**src/rtl/vtg_pkg.sv**
```systemverilog
package vtg_pkg;
    parameter int unsigned IW = 12;
    parameter int unsigned CW = IW + 2;
    parameter int unsigned FW = 2 * CW;

    typedef struct packed {
        logic [CW-1:0] hact;
        logic [CW-1:0] hfp;
        logic [CW-1:0] hsw;
        logic [CW-1:0] htot;
        logic [CW-1:0] vact;
        logic [CW-1:0] vsw;
        logic [CW-1:0] vbp;
        logic [CW-1:0] vtot;
        logic          hpol;
        logic          vpol;
        logic          pf_en;
        logic [FW-1:0] pos;
    } work_t;
endpackage

```
**src/rtl/vtg_prefetch_pos.sv**
```systemverilog
module vtg_prefetch_pos
    import vtg_pkg::*;
(
    input  logic [CW-1:0] vfp_i,
    input  logic [CW-1:0] vsw_i,
    input  logic [CW-1:0] vbp_i,
    input  logic [CW-1:0] wc_i,
    input  logic [CW-1:0] htot_i,
    input  logic [CW-1:0] vtot_i,
    output logic          pf_en_o,
    output logic [FW-1:0] pos_o
);
    logic [CW-1:0] covered;
    logic [CW-1:0] need;
    logic [CW-1:0] lines;
    logic [FW-1:0] start_line;

    always_comb begin
        covered = vsw_i + vbp_i;
        need    = wc_i - covered;
        if (covered >= wc_i) begin
            lines = '0;
        end else if (vfp_i < need) begin
            lines = vfp_i;
        end else begin
            lines = need;
        end
        pf_en_o    = (lines != '0);
        start_line = FW'(vtot_i - lines);
        pos_o      = start_line * FW'(htot_i) + FW'(1);
    end
endmodule

```
**src/rtl/vtg_cfg_map.sv**
```systemverilog
module vtg_cfg_map
    import vtg_pkg::*;
(
    input  logic [IW-1:0] hact_i,
    input  logic [IW-1:0] hfp_i,
    input  logic [IW-1:0] hsw_i,
    input  logic [IW-1:0] hbp_i,
    input  logic [IW-1:0] vact_i,
    input  logic [IW-1:0] vfp_i,
    input  logic [IW-1:0] vsw_i,
    input  logic [IW-1:0] vbp_i,
    input  logic [IW-1:0] wc_i,
    input  logic          hpol_i,
    input  logic          vpol_i,
    input  logic          dsi_i,
    input  logic          split_i,
    output work_t         cfg_o
);
    localparam int unsigned NH = 4;

    logic [IW-1:0] h_raw [NH];
    logic [CW-1:0] h_eff [NH];
    logic [CW-1:0] vact, vfp, vsw, vbp, htot, vtot;
    logic          pf_en;
    logic [FW-1:0] pos;

    assign h_raw[0] = hact_i;
    assign h_raw[1] = hfp_i;
    assign h_raw[2] = hsw_i;
    assign h_raw[3] = hbp_i;

    // split panels: each half sees half the horizontal geometry
    for (genvar i = 0; i < NH; i++) begin : g_half
        assign h_eff[i] = split_i ? (CW'(h_raw[i]) >> 1) : CW'(h_raw[i]);
    end

    always_comb begin
        vact = CW'(vact_i);
        vfp  = CW'(vfp_i);
        vsw  = CW'(vsw_i);
        vbp  = CW'(vbp_i);
        htot = h_eff[0] + h_eff[1] + h_eff[2] + h_eff[3];
        vtot = vact + vfp + vsw + vbp;
    end

    vtg_prefetch_pos u_pf (
        .vfp_i   (vfp),
        .vsw_i   (vsw),
        .vbp_i   (vbp),
        .wc_i    (CW'(wc_i)),
        .htot_i  (htot),
        .vtot_i  (vtot),
        .pf_en_o (pf_en),
        .pos_o   (pos)
    );

    always_comb begin
        cfg_o.hact  = h_eff[0];
        cfg_o.hfp   = h_eff[1];
        cfg_o.hsw   = h_eff[2];
        cfg_o.htot  = htot;
        cfg_o.vact  = vact;
        cfg_o.vsw   = vsw;
        cfg_o.vbp   = vbp;
        cfg_o.vtot  = vtot;
        cfg_o.hpol  = hpol_i & ~dsi_i;
        cfg_o.vpol  = vpol_i & ~dsi_i;
        cfg_o.pf_en = pf_en;
        cfg_o.pos   = pos;
    end
endmodule

```
**src/rtl/raster_timing_gen.sv**
```systemverilog
module raster_timing_gen
    import vtg_pkg::*;
#(
    parameter int unsigned PIX_W = 24
) (
    input  logic             clk,
    input  logic             rst_n,
    input  logic             en_i,
    input  logic [IW-1:0]    hact_i,
    input  logic [IW-1:0]    hfp_i,
    input  logic [IW-1:0]    hsw_i,
    input  logic [IW-1:0]    hbp_i,
    input  logic [IW-1:0]    vact_i,
    input  logic [IW-1:0]    vfp_i,
    input  logic [IW-1:0]    vsw_i,
    input  logic [IW-1:0]    vbp_i,
    input  logic [IW-1:0]    fetch_lines_i,
    input  logic             hpol_i,
    input  logic             vpol_i,
    input  logic             dsi_mode_i,
    input  logic             split_mode_i,
    input  logic             underflow_i,
    input  logic [PIX_W-1:0] pix_i,
    output logic             hsync_o,
    output logic             vsync_o,
    output logic             de_o,
    output logic             frame_start_o,
    output logic             prefetch_o,
    output logic [CW-1:0]    pix_cnt_o,
    output logic [CW-1:0]    line_cnt_o,
    output logic [PIX_W-1:0] pix_o
);
    typedef struct packed {
        logic          run;
        logic [CW-1:0] h;
        logic [CW-1:0] v;
        logic [FW-1:0] fcnt;
        work_t         work;
    } st_t;

    work_t cfg_nxt;
    st_t   st_d, st_q;
    logic  last_pix_d, last_line_d, frame_end_d;
    logic  hs_act_d, vs_act_d, de_act_d;
    logic [CW-1:0] hs_beg_d, act_beg_d;

    vtg_cfg_map u_map (
        .hact_i  (hact_i),
        .hfp_i   (hfp_i),
        .hsw_i   (hsw_i),
        .hbp_i   (hbp_i),
        .vact_i  (vact_i),
        .vfp_i   (vfp_i),
        .vsw_i   (vsw_i),
        .vbp_i   (vbp_i),
        .wc_i    (fetch_lines_i),
        .hpol_i  (hpol_i),
        .vpol_i  (vpol_i),
        .dsi_i   (dsi_mode_i),
        .split_i (split_mode_i),
        .cfg_o   (cfg_nxt)
    );

    // next-state: counters advance while running; boundary reloads settings
    always_comb begin
        st_d        = st_q;
        last_pix_d  = (st_q.h == st_q.work.htot - CW'(1));
        last_line_d = (st_q.v == st_q.work.vtot - CW'(1));
        frame_end_d = st_q.run && last_pix_d && last_line_d;
        if (!st_q.run) begin
            st_d.h    = '0;
            st_d.v    = '0;
            st_d.fcnt = '0;
            if (en_i) begin
                st_d.run  = 1'b1;
                st_d.work = cfg_nxt;
            end
        end else if (frame_end_d) begin
            st_d.run  = en_i;
            st_d.h    = '0;
            st_d.v    = '0;
            st_d.fcnt = '0;
            st_d.work = cfg_nxt;
        end else begin
            st_d.fcnt = st_q.fcnt + FW'(1);
            if (last_pix_d) begin
                st_d.h = '0;
                st_d.v = st_q.v + CW'(1);
            end else begin
                st_d.h = st_q.h + CW'(1);
            end
        end
    end

    always_ff @(posedge clk or negedge rst_n) begin
        if (!rst_n) begin
            st_q <= '0;
        end else begin
            st_q <= st_d;
        end
    end

    // output decode from the registered position
    always_comb begin
        hs_beg_d  = st_q.work.hact + st_q.work.hfp;
        act_beg_d = st_q.work.vsw + st_q.work.vbp;
        hs_act_d  = st_q.run && (st_q.h >= hs_beg_d) && (st_q.h < hs_beg_d + st_q.work.hsw);
        vs_act_d  = st_q.run && (st_q.v < st_q.work.vsw);
        de_act_d  = st_q.run && (st_q.h < st_q.work.hact) && (st_q.v >= act_beg_d)
                    && (st_q.v < act_beg_d + st_q.work.vact);
        hsync_o       = hs_act_d ^ st_q.work.hpol;
        vsync_o       = vs_act_d ^ st_q.work.vpol;
        de_o          = de_act_d;
        frame_start_o = st_q.run && (st_q.h == '0) && (st_q.v == '0);
        prefetch_o    = st_q.run && st_q.work.pf_en && (st_q.fcnt == st_q.work.pos);
        pix_cnt_o     = st_q.h;
        line_cnt_o    = st_q.v;
        if (!de_act_d) begin
            pix_o = '0;
        end else if (underflow_i) begin
            pix_o = '1;
        end else begin
            pix_o = pix_i;
        end
    end

    // a running raster only stops at the last pixel of a frame
    assert_stop_at_end_R9: assert property (@(posedge clk) disable iff (!rst_n)
        $fell(st_q.run) |-> $past(frame_end_d));

    // settings stay frozen inside a frame
    assert_cfg_frozen_R10: assert property (@(posedge clk) disable iff (!rst_n)
        (st_q.run && !frame_end_d) |=> $stable(st_q.work));

    // frame counter origin coincides with the frame-start strobe
    assert_fcnt_origin_R7: assert property (@(posedge clk) disable iff (!rst_n)
        frame_start_o |-> (st_q.fcnt == '0));

    // line wraps after its last pixel
    assert_line_wrap_R1: assert property (@(posedge clk) disable iff (!rst_n)
        (st_q.run && last_pix_d) |=> (st_q.h == '0));

    // frame and prefetch strobes never coincide
    assert_strobe_excl_R11: assert property (@(posedge clk) disable iff (!rst_n)
        $onehot0({frame_start_o, prefetch_o}));
endmodule

```
**config.mk**
```make
export PLATFORM = sky130hd
export DESIGN_NAME = raster_timing_gen
export DESIGN_NICKNAME = d
export VERILOG_FILES = /design/src/rtl/vtg_pkg.sv /design/src/rtl/vtg_prefetch_pos.sv /design/src/rtl/vtg_cfg_map.sv /design/src/rtl/raster_timing_gen.sv
export SDC_FILE = /design/constraint.sdc
export NUM_CORES = 1
export LEC_CHECK = 0
export CAP_MARGIN = 5
export CELL_PAD_IN_SITES_DETAIL_PLACEMENT = 1
export CELL_PAD_IN_SITES_GLOBAL_PLACEMENT = 2
export CORE_MARGIN = 3
export CORE_UTILIZATION = 39
export DETAILED_ROUTE_END_ITERATION = 6
export GPL_TIMING_DRIVEN = 0
export PLACE_DENSITY = 0.92
export SKIP_CTS_REPAIR_TIMING = 1
export SYNTH_ARGS = -nofsm -noshare
export SYNTH_HDL_FRONTEND = slang
export SYNTH_SLANG_ARGS = --single-unit
```
**constraint.sdc**
```tcl
create_clock -name clk -period 7.8 [get_ports clk]
set_clock_uncertainty 0.15 [all_clocks]
set_input_delay 1.56 -clock clk [delete_from_list [all_inputs] [get_ports clk]]
set_output_delay 1.56 -clock clk [all_outputs]
set_load 0.005 [all_outputs]
```
==> metrics.txt <==
Synth Register Bits 188; global-route wire length before repair 127000 um; 1st-pass router iterations 5; Non-Filler Instances 3882; crit-path max FO 7; most common cell after layout, fill and taps aside inv_1; run status complete, but fails checks; RSZ-0062 raised after global routing true; post-DR wirelength/cell 21.5 um; # DRC 0; Post-Synth Adder-Cell Area 33.3%; multiplexer share of the synthesized area 6.78%; Final ANT Viol Nets 0; fin crit share 166%; Tmin final 12.95 ns; I/O pin cnt 197; CP Data Required Time 8.04 ns; final worst slack -5.15 ns; R2R cell count 12; crit path from vsw_i[5]; R2R Path Start st_q[31]; final setup vio count 26; ys flop type dfrtp_1; Slew Limit Fails 0; std cell rows 92; die area 67700 um^2; Netlist cell types 77; Post-Synth Simple-Gate Area 14.0%; CTS tree built; CP Data Arrival Time 13.19 ns; placed cells 3780; vias in the first global route 22893; commonest non-fill, non-tap cells in the layout inv_1, nor2_1, ha_1, fa_1, dfrtp_1; f_max 77.2 MHz; crit-path most repeated cell fa_1; global route overflow 0; CTS Buf Count 17; Warnings, synthesis 0; Via-to-Cell Ratio 5.38; Seq/Total Area, Yosys 18.7%; Final Hold Viols 0; Net count, final 3688; Syn Area/Cell 9.21 um^2; crit path to st_q[26]; CTS clk-pin slew, worst paths 0.08 ns; Post-Syn Area 25200 um^2; layout cell share with drive strength beyond 1 15.7%; die height 260 um; CP max stage cell fa_1; Core Area 63500 um^2; Worst-Margin Slew 1.35 ns; hold depth 1; XOR/XNOR Fraction of Synth Area 9.32%; smallest hold slack 0.357 ns; Clock Sinks 188; post-synthesis compound-gate area fraction 9.94%; FF/Latch Area 4700 um^2; tightest slew margin relative to the limit 9.26%; ys async rst share 100%; largest net degree at the start of global routing 119; largest family of logic cells by synthesized area adder cells; DR vias 20895; Clock Latency Late Sink 0.51 ns; RD Place Congestion 0.897; post-detailed-placement cell area 28600 um^2; overall routing resource usage 24.3%; Max clock buf depth 2; DRT iter0 DRCs 980; Multi-input gate area 19800 um^2; Initial Utilization 39.7%; Final Cell Area 30800 um^2; post-synthesis cell count 2737; r2r setup slk 3.46 ns; fillers 7201; post-DP HPWL 67600 um; max cap viols 0; CTS Root Cell clkbuf_16; reg2reg end st_q[5]; CP max stage delay 0.56 ns; # diodes 0; Crit. End Element register; DIE WIDTH 260 um; Syn-to-layout area delta 22.2%; initial antenna violation count 0; number of port buffers 195; CP startpoint kind input port; H-Tree Depth 4; number of enable flip-flop cells after synthesis 0; violated checks negative setup slack; HP Class reg -> reg; worst setup path class in -> reg; aggregate routed wire length 83500 um
-- sequential cells by signal, indices dropped and copies added (netlist names) --
name,count
line_cnt_o,14
pix_cnt_o,14
st_q,160
-- final cells by class --
type | instances | area share, %
plain buffers | 95 | 1.95
repair buffers | 267 | 8.43
clock buffers | 17 | 1.38
well taps | 846 | 3.44
flip-flops and latches | 188 | 15.3
clock inverters | 15 | 0.516
inverters | 385 | 4.70
multi-input cells | 2069 | 64.3
-- logic make-up (layout without fill, tap and decap cells) --
family                     Yosys count  in the layout
other                                1              2
adders and majority gates          525            525
and+or+nand+nor                    735            735
muxes                              153            153
buffers and inverters              481            779
DFF                                188            188
AOI/OAI and AO/OA                  386            386
xor gates and xnor gates           268            268
-- layer usage --
layer,track usage [%],vias to the layer above,share of wire [%]
met5,0,-,0
met4,8.76,0,3.5
met3,3.69,152,4.1
met2,42.1,426,50
met1,30.7,10759,43
li1,-,9558,-
-- through the flow --
step	setup WS (ns)	util, %	TNS (ns)
2_1_floorplan	-4.70	-	-88.66
3_3_place_gp	-7.05	44.9	-745.05
3_5_place_dp	-7.44	45.0	-152.37
4_1_cts	-6.97	45.9	-152.40
5_1_grt	-5.74	48.5	-112.57
6_report	-5.15	48.5	-99.63
-- worst max-delay path: cells and delay by family --
kind                       cells  cell delay (ns)
buffers and inverters         12             1.60
and+or+nand+nor                9             1.67
AOI/OAI and AO/OA             14             2.81
muxes                          1             0.28
xor gates and xnor gates       4             0.75
adders and majority gates     11             4.50
-- worst min path at each step --
stage | start | end | slack [ns]
2_1_floorplan | st_q[101] | st_q[101] | 0.31
3_3_place_gp | st_q[118] | st_q[118] | 0.32
3_5_place_dp | st_q[105] | st_q[105] | 0.34
4_1_cts | st_q[107] | st_q[107] | 0.36
5_1_grt | st_q[118] | st_q[118] | 0.37
6_report | st_q[105] | st_q[105] | 0.36
-- cell usage after synthesis, types with 8 or more instances --
master | number | share of area (%)
a21oi_1 | 123 | 2.4
ha_1 | 283 | 14
and2_1 | 43 | 1.1
nand3_1 | 35 | 0.70
inv_1 | 385 | 5.7
fa_1 | 242 | 19
buf_6 | 9 | 0.40
a21boi_0 | 13 | 0.39
o21bai_1 | 25 | 0.74
buf_4 | 35 | 1.0
nor3_1 | 35 | 0.70
and3_1 | 15 | 0.37
mux2_1 | 54 | 2.4
nand2_1 | 152 | 2.3
o21ai_0 | 72 | 1.4
mux2i_1 | 12 | 0.48
o21a_1 | 25 | 0.74
nor2b_1 | 41 | 1.0
clkbuf_1 | 40 | 0.60
buf_2 | 11 | 0.22
xnor2_1 | 144 | 5.0
mux2_2 | 87 | 3.9
dfrtp_1 | 188 | 19
a211o_1 | 8 | 0.28
xor2_1 | 124 | 4.3
or3_1 | 16 | 0.40
nor4_1 | 21 | 0.52
a211oi_1 | 8 | 0.24
nor2_1 | 269 | 4.0
nand4_1 | 33 | 0.82
or2_2 | 11 | 0.27
nand2b_1 | 31 | 0.77
a21o_1 | 46 | 1.4
o211ai_1 | 11 | 0.33
Power is left out: the tool's default activity adds up to more than one toggle a clock period on the data nets, which glitch-free logic cannot reach.
